[src/rtl/asram_pkg.sv]
package asram_pkg;

  typedef enum logic [2:0] {
    ST_IDLE   = 3'd0,
    ST_SETUP  = 3'd1,
    ST_WPULSE = 3'd2,
    ST_RWAIT  = 3'd3,
    ST_HOLD   = 3'd4
  } st_e;

  // clocks needed so that count * period >= time
  function automatic int unsigned cyc_ceil(input int unsigned t_ps, input int unsigned clk_ps);
    return (t_ps + clk_ps - 1) / clk_ps;
  endfunction

  function automatic int unsigned max3(input int unsigned a, input int unsigned b,
                                       input int unsigned c);
    int unsigned m;
    m = (a > b) ? a : b;
    return (m > c) ? m : c;
  endfunction

endpackage

[src/rtl/asram_cnt.sv]
module asram_cnt #(
  parameter int unsigned CW = 2
) (
  input  logic          clk,
  input  logic          rst_n,
  input  logic          load,
  input  logic [CW-1:0] load_val,
  output logic          zero
);
  logic [CW-1:0] cnt_q;
  logic [CW-1:0] cnt_d;

  always_comb begin
    cnt_d = cnt_q;
    if (load)             cnt_d = load_val;
    else if (cnt_q != '0) cnt_d = cnt_q - 1'b1;
  end

  always_ff @(posedge clk or negedge rst_n) begin
    if (!rst_n) cnt_q <= '0;
    else        cnt_q <= cnt_d;
  end

  assign zero = (cnt_q == '0);
endmodule

[src/rtl/asram_seq.sv]
module asram_seq
  import asram_pkg::*;
#(
  parameter int unsigned CW      = 2,
  parameter int unsigned N_SETUP = 1,
  parameter int unsigned N_PULSE = 1,
  parameter int unsigned N_WAIT  = 1,
  parameter int unsigned N_HOLD  = 1
) (
  input  logic          clk,
  input  logic          rst_n,
  input  logic          req,
  input  logic          wr_q,
  input  logic          cnt_zero,
  output st_e           state,
  output logic          accept,
  output logic          finish,
  output logic          load,
  output logic [CW-1:0] load_val
);
  st_e st_q, st_d;

  always_comb begin
    st_d     = st_q;
    accept   = 1'b0;
    finish   = 1'b0;
    load     = 1'b0;
    load_val = '0;
    unique case (st_q)
      ST_IDLE: if (req) begin
        accept   = 1'b1;
        st_d     = ST_SETUP;
        load     = 1'b1;
        load_val = CW'(N_SETUP - 1);
      end
      ST_SETUP: if (cnt_zero) begin
        load = 1'b1;
        if (wr_q) begin
          st_d     = ST_WPULSE;
          load_val = CW'(N_PULSE - 1);
        end else begin
          st_d     = ST_RWAIT;
          load_val = CW'(N_WAIT - 1);
        end
      end
      ST_WPULSE, ST_RWAIT: if (cnt_zero) begin
        finish   = 1'b1;
        st_d     = ST_HOLD;
        load     = 1'b1;
        load_val = CW'(N_HOLD - 1);
      end
      ST_HOLD: if (cnt_zero) st_d = ST_IDLE;
      default: st_d = ST_IDLE;
    endcase
  end

  always_ff @(posedge clk or negedge rst_n) begin
    if (!rst_n) st_q <= ST_IDLE;
    else        st_q <= st_d;
  end

  assign state = st_q;
endmodule

[src/rtl/asram_req.sv]
module asram_req #(
  parameter int unsigned AW = 13,
  parameter int unsigned DW = 8
) (
  input  logic          clk,
  input  logic          rst_n,
  input  logic          accept,
  input  logic          wr_i,
  input  logic [AW-1:0] addr_i,
  input  logic [DW-1:0] wdata_i,
  output logic          wr_q,
  output logic [AW-1:0] addr_q,
  output logic [DW-1:0] wdata_q
);
  always_ff @(posedge clk or negedge rst_n) begin
    if (!rst_n) begin
      wr_q    <= 1'b0;
      addr_q  <= '0;
      wdata_q <= '0;
    end else if (accept) begin
      wr_q    <= wr_i;
      addr_q  <= addr_i;
      wdata_q <= wdata_i;
    end
  end
endmodule

[src/rtl/asram_pins.sv]
module asram_pins
  import asram_pkg::*;
#(
  parameter int unsigned DW = 8
) (
  input  logic          clk,
  input  logic          rst_n,
  input  st_e           state,
  input  logic          wr_q,
  input  logic          finish,
  input  logic [DW-1:0] dq_i,
  output logic          ce1_n,
  output logic          ce2,
  output logic          oe_n,
  output logic          we_n,
  output logic          dq_oe,
  output logic          done,
  output logic [DW-1:0] rdata
);
  logic sel;
  logic cap_en;

  assign sel   = (state != ST_IDLE);
  assign ce1_n = ~sel;
  assign ce2   = sel;
  assign we_n  = (state != ST_WPULSE);
  assign oe_n  = (state != ST_RWAIT);
  assign dq_oe = wr_q && ((state == ST_SETUP) || (state == ST_WPULSE));

  assign cap_en = finish && !wr_q;

  always_ff @(posedge clk or negedge rst_n) begin
    if (!rst_n) done <= 1'b0;
    else        done <= finish;
  end

  always_ff @(posedge clk or negedge rst_n) begin
    if (!rst_n)      rdata <= '0;
    else if (cap_en) rdata <= dq_i;
  end
endmodule

[src/rtl/asram_port.sv]
module asram_port
  import asram_pkg::*;
#(
  parameter int unsigned AW       = 13,
  parameter int unsigned DW       = 8,
  parameter int unsigned CLK_PS   = 10000,
  parameter int unsigned T_AS_PS  = 0,
  parameter int unsigned T_WP_PS  = 8000,
  parameter int unsigned T_DV_PS  = 6000,
  parameter int unsigned T_AA_PS  = 12000,
  parameter int unsigned TURN_CYC = 1
) (
  input  logic          clk,
  input  logic          rst_n,
  input  logic          req_i,
  input  logic          req_wr_i,
  input  logic [12:0]   req_addr_i,
  input  logic [7:0]    req_wdata_i,
  output logic [7:0]    rsp_rdata_o,
  output logic          rsp_done_o,
  output logic [12:0]   mem_addr_o,
  output logic [7:0]    mem_dq_o,
  output logic          mem_dq_oe_o,
  input  logic [7:0]    mem_dq_i,
  output logic          mem_ce1_n_o,
  output logic          mem_ce2_o,
  output logic          mem_oe_n_o,
  output logic          mem_we_n_o
);
  localparam int unsigned N_SETUP = max3(TURN_CYC, cyc_ceil(T_AS_PS, CLK_PS), 1);
  localparam int unsigned N_PULSE = max3(cyc_ceil(T_WP_PS, CLK_PS), cyc_ceil(T_DV_PS, CLK_PS), 1);
  localparam int unsigned N_WAIT  = max3(cyc_ceil(T_AA_PS, CLK_PS), 1, 1);
  localparam int unsigned N_HOLD  = max3(TURN_CYC, 1, 1);
  localparam int unsigned N_MAX   = max3(max3(N_SETUP, N_PULSE, 1), N_WAIT, N_HOLD);
  localparam int unsigned CW      = (N_MAX > 1) ? $clog2(N_MAX) : 1;

  st_e           state;
  logic          accept, finish, load, cnt_zero, wr_q;
  logic [CW-1:0] load_val;
  logic [AW-1:0] addr_q;
  logic [DW-1:0] wdata_q;

  asram_seq #(
    .CW(CW), .N_SETUP(N_SETUP), .N_PULSE(N_PULSE), .N_WAIT(N_WAIT), .N_HOLD(N_HOLD)
  ) u_seq (
    .clk(clk), .rst_n(rst_n), .req(req_i), .wr_q(wr_q), .cnt_zero(cnt_zero),
    .state(state), .accept(accept), .finish(finish), .load(load), .load_val(load_val)
  );

  asram_cnt #(.CW(CW)) u_cnt (
    .clk(clk), .rst_n(rst_n), .load(load), .load_val(load_val), .zero(cnt_zero)
  );

  asram_req #(.AW(AW), .DW(DW)) u_req (
    .clk(clk), .rst_n(rst_n), .accept(accept), .wr_i(req_wr_i),
    .addr_i(req_addr_i[AW-1:0]), .wdata_i(req_wdata_i[DW-1:0]),
    .wr_q(wr_q), .addr_q(addr_q), .wdata_q(wdata_q)
  );

  asram_pins #(.DW(DW)) u_pins (
    .clk(clk), .rst_n(rst_n), .state(state), .wr_q(wr_q), .finish(finish),
    .dq_i(mem_dq_i[DW-1:0]), .ce1_n(mem_ce1_n_o), .ce2(mem_ce2_o), .oe_n(mem_oe_n_o),
    .we_n(mem_we_n_o), .dq_oe(mem_dq_oe_o), .done(rsp_done_o), .rdata(rsp_rdata_o)
  );

  assign mem_addr_o = addr_q;
  assign mem_dq_o   = wdata_q;
endmodule

[config.mk]
export PLATFORM = sky130hd
export DESIGN_NAME = asram_port
export DESIGN_NICKNAME = d
export VERILOG_FILES = /design/src/rtl/asram_pkg.sv /design/src/rtl/asram_cnt.sv /design/src/rtl/asram_seq.sv /design/src/rtl/asram_req.sv /design/src/rtl/asram_pins.sv /design/src/rtl/asram_port.sv
export SDC_FILE = /design/constraint.sdc
export NUM_CORES = 1
export LEC_CHECK = 0
export ABC_AREA = 0
export CAP_MARGIN = 30
export CORE_AREA = 10 10 74 76
export DETAILED_ROUTE_END_ITERATION = 16
export DIE_AREA = 0 0 84 86
export GPL_TIMING_DRIVEN = 1
export PLACE_DENSITY = 0.74
export SLEW_MARGIN = 20
export SYNTH_ARGS = -nofsm -noshare
export SYNTH_HDL_FRONTEND = slang
export SYNTH_SLANG_ARGS = --single-unit
[constraint.sdc]
create_clock -name clk -period 1.5 [get_ports clk]
set_input_delay 0.225 -clock clk [delete_from_list [all_inputs] [get_ports clk]]
set_output_delay 0.225 -clock clk [all_outputs]
set_load 0.005 [all_outputs]
# Yosys cells after proc, flatten, opt, wreduce, memory -nomap -nowiden

Cells that the tools add are included.

Bits of input ports: 33
Word-level logic and storage cells: 44
Bits in registers: 35
Output and inout port bits: 35

Equality and inequality tests: 10
Bitwise operators: 1
Mux-type cells: 16
Reduce and logical (&&, ||, !) cells: 9
Add/subtract/negate cells: 1

Operator list:

| cell                  | number |
|---|---|
| $mux W3               | 4 |
| $pmux W3 S4           | 1 |
| $mux W1               | 10 |
| $ne A2 B2 Y1 const B  | 4 |
| $eq A3 B2 Y1 const B  | 2 |
| $ne A3 B2 Y1 const B  | 2 |
| $reduce_and A4 Y1     | 1 |
| $eq A3 B1 Y1 const B  | 1 |
| $eq A3 B3 Y1 const B  | 1 |
| $logic_not A3 Y1      | 1 |
| $reduce_bool A3 Y1    | 1 |
| $reduce_or A3 Y1      | 1 |
| $logic_and A1 B1 Y1   | 2 |
| $pmux W1 S2           | 1 |
| $reduce_or A2 Y1      | 1 |
| $logic_not A1 Y1      | 1 |
| $logic_or A1 B1 Y1    | 1 |
| $not A1 Y1            | 1 |
| $sub A1 B1 Y1 const B | 1 |

# Longest topological paths before layout

Gate-level depths: netlist of the first run.

Depth in word-level cells: 4
Mapped depth: 4
Mapped depth without buffers: 2

# Hierarchy

Synthesis of the first run repeated with hierarchy kept, for this count alone.

Cell total of the unflattened synthesis: 96
Area total of the unflattened synthesis: 1450.1 µm²

By module, submodules not included:

| module     | area each (µm²) | cells an instance | instances | sequential area each (µm²) |
|---|---|---|---|---|
| asram_req  | 820.8           | 46                | 1         | 550.5 |
| asram_pins | 404.1           | 26                | 1         | 225.2 |
| asram_seq  | 190.2           | 21                | 1         | 75.1 |
| asram_cnt  | 35.0            | 3                 | 1         | 25.0 |

# Least setup slack after synthesis of the first run

Ideal clock, no wire load.

Path type: register to register
Start: reg u_seq.st_q[0], in the netlist u_seq.state[0]
End: reg u_req.addr_q[0]
Period minus slack after synthesis: 1.488 ns
Slack: 0.012 ns
Arrival time: 1.363 ns
Library setup time: 0.125 ns
Buffers on the path: 2
Stages on the path, launching flop included: 5
Data required time: 1.375 ns
Path through: dfrtp_1 buf_6 nor4b_4 buf_6 mux2_2

Longest elaborated chain between the ends: 2

RTL lines:

| item                   | RTL line        | source |
|---|---|---|
| from (decl)            | asram_seq.sv:21 | `st_e st_q, st_d;` |
| from (signal assigned) | asram_seq.sv:59 | `else st_q <= st_d;` |
| $logic_not A3 Y1       | asram_seq.sv:29 | `unique case (st_q)` |
| $mux W1                | asram_seq.sv:29 |  |
| to (signal assigned)   | asram_req.sv:22 | `addr_q <= addr_i;` |
| to (decl)              | asram_req.sv:12 | `output logic [AW-1:0] addr_q,` |

Every way passes these cells.
A chain may end at the register's enable or synchronous reset.

# Worst setup path in the final report of the first run

Start: reg u_seq.st_q[0], in the netlist u_seq.state[0]
End: reg u_req.addr_q[11]

Same word-level chain as after synthesis.

==> flow_summary.json, run 1 <==
{
  "status": "finished with violations",
  "failed_checks": "setup timing",
  "rsz0062_at_grt": "true",
  "mostFrequentLayoutCell": "clkdlybuf4s50_1",
  "die_w_um": 84,
  "busiest_layer": "met2",
  "h-tree-depth": 2,
  "cts_buffers": 5,
  "rows": 23,
  "vdd_ir_drop_max_v": 0.00116,
  "path_clk_slew_ns": 0.07,
  "grt_max_degree": 36,
  "setup_slack_ns": -0.108,
  "yosysWarnings": 0,
  "hp-class": "input pin to asynchronous set/reset pin",
  "hold_viol": 0,
  "cpMostUsedCell": "buf_6",
  "worst_setup_path_end_kind": "flop",
  "wl_per_cell_um": 19.1,
  "syn_to_final_growth_pct": 73.2,
  "power.leakage_nw": 1.07,
  "min_period_ns": 1.61,
  "final_cell_mix": "clkdlybuf4s50_1 (62), dfrtp_1 (32), mux2_4 (23), mux2_2 (7), buf_4 (7)",
  "crit_type": "flop to flop",
  "clk_latency_ns": 0.27,
  "root_buffer": "clkbuf_8",
  "synth_cell_type_count": 21,
  "firstDrtPassIters": 4,
  "finalWirelength_um": 4280,
  "finish.net_count": 208,
  "start_util": 0.358,
  "num_vias": 1055,
  "period_share": 1.07,
  "final-setup-viol-count": 22,
  "p_seq_frac": 0.349,
  "finalClockSkew_ns": 0.00532,
  "grt_util_met2": 0.208,
  "gp_congestion": 0.724,
  "p_sw_mw": 1.45,
  "power_density_nw_per_um2": 2070,
  "place_ws_ns": -0.152,
  "dp_cells": 211,
  "slew_violations": 0,
  "die_h_um": 86,
  "yosysTopAreaCellShare": 0.616,
  "final_antenna_net_count": 0,
  "yosysTopAreaCell": "dfrtp_1",
  "holdWs_ns": 0.367,
  "ios": 68,
  "yosysSeqAreaShare": 0.616,
  "placed_cell_area_um2": 2180,
  "coreArea_um2": 3970,
  "port_buffers": 67,
  "syn-cell-area_um2": 1420,
  "viasPerCell": 4.71,
  "drive_above_1_share": 0.368,
  "yosys-top-cells-area": "dfrtp_1 (62%), mux2_2 (23%), nor4b_4 (3.3%)",
  "antenna_found_initial": 0,
  "maxSlewHeadroom": 0.702,
  "netSwitchingFraction": 0.286,
  "overflow": 0,
  "first_iter_violations": 52,
  "clk_path_buf_depth": 2,
  "intPower_mw": 3.64,
  "comb_power_share": 0.533,
  "slowest_stage": "dfrtp_2",
  "drc": 0,
  "cts_tree": "yes",
  "worst_slew_pin_slew_ns": 0.447,
  "synth_nets": 123,
  "clock-sinks": 35,
  "fmax_mhz": 622,
  "grt.total_usage": 0.109,
  "worstPathMaxFanout": 6,
  "dieArea_um2": 7220,
  "antenna_cells": 0,
  "grt_pass1_vias": 1201,
  "cpPeakStageDelay_ns": 0.44,
  "fin_util": 0.620,
  "fin_area_um2": 2460,
  "syn_inst": 90,
  "arrival_ns": 1.77,
  "grt_pass1_wl_um": 6220,
  "maxCapViolations": 0,
  "fill_cells": 305,
  "layout.cells.non_filler": 224,
  "ys_seq_elements": 35,
  "path_cells": "buf_6 > nor4b_4 > buf_6 > buf_12 > mux2_2",
  "clkPwrFrac": 0.117,
  "dp_hpwl_um": 3080,
  "crit_required_ns": 1.66,
  "hold_buffers": 0,
  "avgSynthCellArea_um2": 15.8,
  "use_met1": 0.0961,
  "met3_usage": 0.0520,
  "worstSetupStartpointType": "flop"
}
worst max-delay path, delay by kind of cell (launching register included):
kind | cells | cell delay [ns]
flops | 1 | 0.44
simple gates | 1 | 0.27
mux | 1 | 0.34
buf+inv | 3 | 0.44
worst paths after layout:
kind	from	endpoint	slack, ns	depth (start not counted)
max in group asynchronous	rst_n	u_seq.state[0]	0.78	2
worst min-delay path	rst_n	u_req.addr_q[9]	0.37	2
min in group clk	u_req.wdata_q[7]	u_req.wdata_q[7]	0.51	1
worst max register to register	u_seq.state[0]	u_req.addr_q[11]	-0.11	5
worst min register to register	u_req.wdata_q[7]	u_req.wdata_q[7]	0.51	1
worst max-delay path	u_seq.state[0]	u_req.addr_q[11]	-0.11	5
final cells by class:
type,count,area (µm²),area share
Sequential cell,35,880,0.357
Timing Repair Buffer,83,847,0.344
Clock buffer,6,72.6,0.0295
Inverter,2,7.51,0.00305
Tap cell,50,62.6,0.0254
Multi-Input combinational cell,48,593,0.241
kinds of logic after synthesis:
kind of cell	share of synthesized area
compound gates	0.0176
xor+xnor	0.00616
buf+inv	0.0405
flops	0.616
mux	0.238
simple gates	0.0819
timing repair:
| action | 4_1_cts | 5_1_grt |
|---|---|---|
| setup endpoints to repair | 14 | 35 |
| gates resized for setup | 15 | 30 |
| buffers inserted | 2 | 2 |
| cloned | 0 | 3 |
| pin swaps | 1 | 1 |
cells in the mapped netlist:
library cell	count
nand3_1	1
nor2_1	2
a21oi_1	1
mux2_1	1
buf_6	4
nand2b_1	1
a31o_2	1
nand2_1	1
o221a_2	1
nor4b_4	2
nor3_1	2
and3_1	1
buf_2	1
xor2_1	1
mux2_2	29
nand3b_1	1
inv_1	2
or3b_2	1
dfrtp_1	35
nor3b_1	1
nor2b_1	1
state kept, by name (all words and copies together) (netlist names):
register / cells
u_seq.state: 3
u_req.addr_q: 13
u_req.wr_q: 1
u_pins.done: 1
u_pins.rdata: 8
u_cnt.cnt_q: 1
u_req.wdata_q: 8
per-layer routing:
| layer | routed length [µm] | part of all wire |
|---|---|---|
| met1 | 1540 | 0.36 |
| met2 | 2420 | 0.56 |
| met3 | 267 | 0.062 |
| met4 | 55 | 0.013 |
| met5 | 0 | 0 |
power by group through the flow:
| stage | clock network (mW) | logic [mW] | registers (mW) |
|---|---|---|---|
| 6_report | 0.597 | 2.72 | 1.78 |
| 5_1_grt | 0.683 | 2.89 | 1.85 |
| 4_1_cts | 0.616 | 2.31 | 1.75 |
| 3_5_place_dp | 0 | 2.26 | 1.77 |
| 3_3_place_gp | 0 | 2.17 | 1.73 |
| 2_1_floorplan | 0 | 0.928 | 1.72 |
stage by stage:
| step | setup TNS [ns] | power, mW |
|---|---|---|
| after global placement | -2.50 | 3.90 |
| final | -1.97 | 5.09 |
| after global routing | -3.14 | 5.43 |
| after CTS | -1.55 | 4.68 |
| after floorplan | 0 | 2.65 |
| after detailed placement | -3.11 | 4.03 |
No activity file was read; power rests on OpenSTA's default activity.
==> run 2, diff against run 1 <==
--- a/config.mk
+++ b/config.mk
@@ -12,6 +12,7 @@
 export DIE_AREA = 0 0 84 86
 export GPL_TIMING_DRIVEN = 1
 export PLACE_DENSITY = 0.74
+export SKIP_CTS_REPAIR_TIMING = 1
 export SLEW_MARGIN = 20
 export SYNTH_ARGS = -nofsm -noshare
 export SYNTH_HDL_FRONTEND = slang
==> run 2 against run 1 <==
The flow still finishes with violations (setup timing). Clock skew decreased by 0.00073 ns. Clock-buffer cell count unchanged. Global-route usage decreased by 0.22 points. Register-to-register slack got worse by 0.02 ns. Die area unchanged. Sequential cell count unchanged. Fmax decreased by 1.0%. Worst setup slack got worse by 0.017 ns. Highest routed layer unchanged.
==> flow_summary.json, run 2 (synthesis results as in run 1) <==
{
  "status": "finished with violations",
  "failed_checks": "setup timing",
  "fin_util": 0.627,
  "h-tree-depth": 2,
  "die_h_um": 86,
  "antenna_cells": 0,
  "power_density_nw_per_um2": 2050,
  "grt_max_degree": 36,
  "viasPerCell": 4.74,
  "comb_power_share": 0.537,
  "maxSlewHeadroom": 0.705,
  "final_cell_mix": "clkdlybuf4s50_1 (62), dfrtp_1 (32), mux2_4 (22), buf_4 (12), mux2_2 (8)",
  "grt_pass1_wl_um": 6110,
  "final-setup-viol-count": 23,
  "hp-class": "input pin to asynchronous set/reset pin",
  "clk_latency_ns": 0.27,
  "wl_per_cell_um": 19.2,
  "r2r_start": "u_seq.state[1]",
  "gp_congestion": 0.724,
  "drive_above_1_share": 0.362,
  "arrival_ns": 1.78,
  "cts_buffers": 5,
  "hold_viol": 0,
  "worst_r2r_path_depth": 5,
  "regMostFlops": "u_req.addr_q",
  "maxCapViolations": 0,
  "grt.total_usage": 0.107,
  "worst_slew_pin_slew_ns": 0.442,
  "clkPwrFrac": 0.116,
  "first_iter_violations": 77,
  "finalWirelength_um": 4370,
  "clk_path_buf_depth": 2,
  "port_buffers": 67,
  "worst_setup_path_end_kind": "flop",
  "p_sw_mw": 1.45,
  "coreArea_um2": 3970,
  "intPower_mw": 3.66,
  "reg2reg_slack_ns": -0.13,
  "start_util": 0.358,
  "finalClockSkew_ns": 0.00459,
  "worstSetupStartpointType": "flop",
  "tns_ns": -2.30,
  "rows": 23,
  "antenna_found_initial": 0,
  "fmax_mhz": 615,
  "path_clk_slew_ns": 0.06,
  "num_vias": 1075,
  "setup_slack_ns": -0.125,
  "dp_hpwl_um": 3080,
  "cts_tree": "yes",
  "p_seq_frac": 0.347,
  "clock-sinks": 35,
  "drc": 0,
  "vdd_ir_drop_max_v": 0.00112,
  "overflow": 0,
  "reg2reg_to": "u_req.wdata_q[1]",
  "final_antenna_net_count": 0,
  "power.leakage_nw": 1.10,
  "min_period_ns": 1.63,
  "rsz0062_at_grt": "true",
  "mostFrequentLayoutCell": "clkdlybuf4s50_1",
  "ios": 68,
  "die_w_um": 84,
  "worstPathMaxFanout": 6,
  "firstDrtPassIters": 4,
  "dieArea_um2": 7220,
  "syn_to_final_growth_pct": 75.1,
  "crit_type": "flop to flop",
  "largest_registers": "u_req.addr_q x13, u_pins.rdata x8, u_req.wdata_q x8",
  "root_buffer": "clkbuf_8",
  "fill_cells": 306,
  "grt_pass1_vias": 1177,
  "netSwitchingFraction": 0.283,
  "largest_reg_flops": 13,
  "finish.net_count": 211,
  "slew_violations": 0,
  "period_share": 1.08,
  "crit_required_ns": 1.66
}
-- run 2: worst max path at each step --
| stage | end | start | slack, ns |
|---|---|---|---|
| after detailed placement | u_req.addr_q[8] | req_i | -0.15 |
| after floorplan | u_req.addr_q[0] | u_seq.state[0] | 0.01 |
| after CTS | mem_dq_oe_o | u_seq.state[1] | -0.35 |
| after global placement | u_req.addr_q[0] | req_i | -0.12 |
| after global routing | u_req.wdata_q[1] | u_seq.state[1] | -0.19 |
| final | u_req.wdata_q[1] | u_seq.state[1] | -0.13 |
-- run 2: layout make-up --
cell class | instances | area, µm² | area share
timing repair buffer | 86 | 885 | 0.355
sequential | 35 | 880 | 0.353
multi-input combinational | 48 | 582 | 0.234
clock buffer | 6 | 72.6 | 0.0292
tap | 50 | 62.6 | 0.0251
inverter | 2 | 7.51 | 0.00302
-- run 2: power groups by stage --
stage          logic, mW  clock network (mW)  registers (mW)
2_1_floorplan      0.928                   0            1.72
3_3_place_gp        2.17                   0            1.73
3_5_place_dp        2.26                   0            1.77
4_1_cts             2.26               0.616            1.76
5_1_grt             2.92               0.682            1.85
6_report            2.74               0.590            1.77
-- run 2: per-layer routing --
layer / track usage / wire length, µm / up-vias / part of all wire
met5: 0 / 0 / - / 0
met4: 0.0411 / 37 / 0 / 0.0085
met3: 0.0511 / 255 / 2 / 0.058
met2: 0.204 / 2520 / 35 / 0.58
met1: 0.0950 / 1560 / 545 / 0.36
li1: - / - / 493 / -
-- run 2: worst max-delay path: stages, from the launching register on --
cell and delay [ns]:
dfrtp_2 0.46, buf_6 0.14, nor4b_4 0.27, buf_6 0.18, clkbuf_16 0.16, mux2_4 0.30
-- run 2: metrics by stage --
step	hold slack (ns)	total power, mW	area, µm²	setup slack [ns]	cells
2_1_floorplan	-0.0706	2.65	1420	0.0121	90
3_3_place_gp	0.470	3.90	2180	-0.117	211
3_5_place_dp	0.478	4.03	2180	-0.152	211
4_1_cts	0.378	4.64	2260	-0.354	217
5_1_grt	0.398	5.45	2490	-0.186	227
6_report	0.376	5.11	2490	-0.125	227
==> run 3, diff against run 2 <==
--- a/config.mk
+++ b/config.mk
@@ -11,6 +11,7 @@
 export DETAILED_ROUTE_END_ITERATION = 16
 export DIE_AREA = 0 0 84 86
 export GPL_TIMING_DRIVEN = 1
+export MAX_ROUTING_LAYER = met4
 export PLACE_DENSITY = 0.74
 export SKIP_CTS_REPAIR_TIMING = 1
 export SLEW_MARGIN = 20
==> run 3 against run 2 <==
The flow still finishes with violations (setup timing). Global-route usage is 0.25 points higher. Non-clock buffer count stayed put. Routed wire length is 0.18% higher. Design area stayed put. First-iteration DRC count is 2.6% higher. Total power hardly changed. Clock skew hardly changed. Clock-buffer cell count stayed put. Critical path depth stayed put. Fmax is 0.18% lower. Worst hold slack worse by 0.0044 ns. Largest cell class unchanged. Highest routed layer unchanged.
==> flow_summary.json, run 3 (synthesis results as in run 1) <==
{
  "worst_r2r_path_depth": 5,
  "port_buffers": 67,
  "r2r_start": "u_seq.state[1]",
  "clk_latency_ns": 0.28,
  "slew_violations": 0,
  "h-tree-depth": 2,
  "fin_util": 0.627,
  "die_h_um": 86,
  "root_buffer": "clkbuf_8",
  "drc": 0,
  "dp_hpwl_um": 3080,
  "worst_setup_path_end_kind": "flop",
  "wl_per_cell_um": 19.3,
  "start_util": 0.358,
  "reg2reg_slack_ns": -0.13,
  "rows": 23,
  "grt_pass1_vias": 1181,
  "crit_required_ns": 1.66,
  "coreArea_um2": 3970,
  "final_cell_mix": "clkdlybuf4s50_1 (62), dfrtp_1 (32), mux2_4 (22), buf_4 (12), mux2_2 (8)",
  "mostFrequentLayoutCell": "clkdlybuf4s50_1",
  "dp_cells": 211,
  "first_iter_violations": 79,
  "fill_cells": 306,
  "rsz0062_at_grt": "true",
  "reg2reg_to": "u_req.wdata_q[1]",
  "status": "finished with violations",
  "period_share": 1.09,
  "finalWirelength_um": 4380,
  "firstDrtPassIters": 4,
  "layout.cells.non_filler": 227,
  "syn_to_final_growth_pct": 75.1,
  "power.leakage_nw": 1.10,
  "cts_buffers": 5,
  "vdd_ir_drop_max_v": 0.00112,
  "crit_type": "flop to flop",
  "fmax_mhz": 614,
  "failed_checks": "setup timing",
  "p_total_mw": 5.11,
  "setup_slack_ns": -0.128,
  "finish.net_count": 211,
  "path_clk_slew_ns": 0.06,
  "worstPathMaxFanout": 6,
  "hp-class": "input pin to asynchronous set/reset pin",
  "hold_viol": 0,
  "cts_tree": "yes",
  "largest_reg_flops": 13,
  "antenna_found_initial": 0,
  "arrival_ns": 1.79,
  "maxSlewHeadroom": 0.703,
  "antenna_cells": 0,
  "final-setup-viol-count": 23,
  "viasPerCell": 4.73,
  "grt_pass1_wl_um": 6110,
  "ios": 68,
  "multi_input_area_um2": 582,
  "maxCapViolations": 0,
  "regArea_um2": 880,
  "finalClockSkew_ns": 0.00482,
  "min_period_ns": 1.63,
  "worstSetupStartpointType": "flop",
  "regMostFlops": "u_req.addr_q",
  "clk_path_buf_depth": 2,
  "drive_above_1_share": 0.362,
  "grt_max_degree": 36,
  "place_ws_ns": -0.152,
  "critPathLaunch": "u_seq.state[1]",
  "power_density_nw_per_um2": 2050,
  "die_w_um": 84,
  "gp_congestion": 0.733,
  "dieArea_um2": 7220,
  "grt.total_usage": 0.109,
  "num_vias": 1073,
  "clock-sinks": 35,
  "overflow": 0,
  "largest_registers": "u_req.addr_q x13, u_pins.rdata x8, u_req.wdata_q x8",
  "final_antenna_net_count": 0,
  "worst_slew_pin_slew_ns": 0.446
}
## run 3: cell counts in the layout (fill, tap and decap cells not counted)
No cell type changed its count.
## run 3: stage by stage
stage          TNS (ns)  hold WS [ns]  instance area (µm²)
2_1_floorplan         0       -0.0706                 1420
5_1_grt           -3.78         0.400                 2490
4_1_cts           -1.72         0.378                 2260
3_3_place_gp      -2.50         0.470                 2180
3_5_place_dp      -3.11         0.478                 2180
6_report          -2.38         0.371                 2490
## run 3: critical path: stages, from the launching register on
cell and delay, ns:
dfrtp_2 0.46, buf_6 0.14, nor4b_4 0.27, buf_6 0.18, clkbuf_16 0.16, mux2_4 0.30
## run 3: cell type report
cell class / count / share of cell area
inverter: 2 / 0.00302
sequential: 35 / 0.353
multi-input combinational: 48 / 0.234
clock buffer: 6 / 0.0292
tap: 50 / 0.0251
timing repair buffer: 86 / 0.355
## run 3: per-layer routing
metal,up-vias,part of all wire,GRT usage
met5,-,0,-
met4,0,0.015,0.0411
met3,6,0.054,0.0464
met2,35,0.57,0.204
met1,540,0.36,0.0961
li1,492,-,-
## run 3: where the power goes
part           switching (mW)  total, mW  internal [mW]
registers               0.344       1.77           1.43
clock network           0.284      0.593          0.309
logic                   0.823       2.74           1.92
## run 3: worst max path at each step
stage                       endpoint  slack [ns]
CTS                      mem_dq_oe_o       -0.35
finish              u_req.wdata_q[1]       -0.13
global placement     u_req.addr_q[0]       -0.12
global route        u_req.wdata_q[1]       -0.19
detailed placement   u_req.addr_q[8]       -0.15
floorplan            u_req.addr_q[0]        0.01
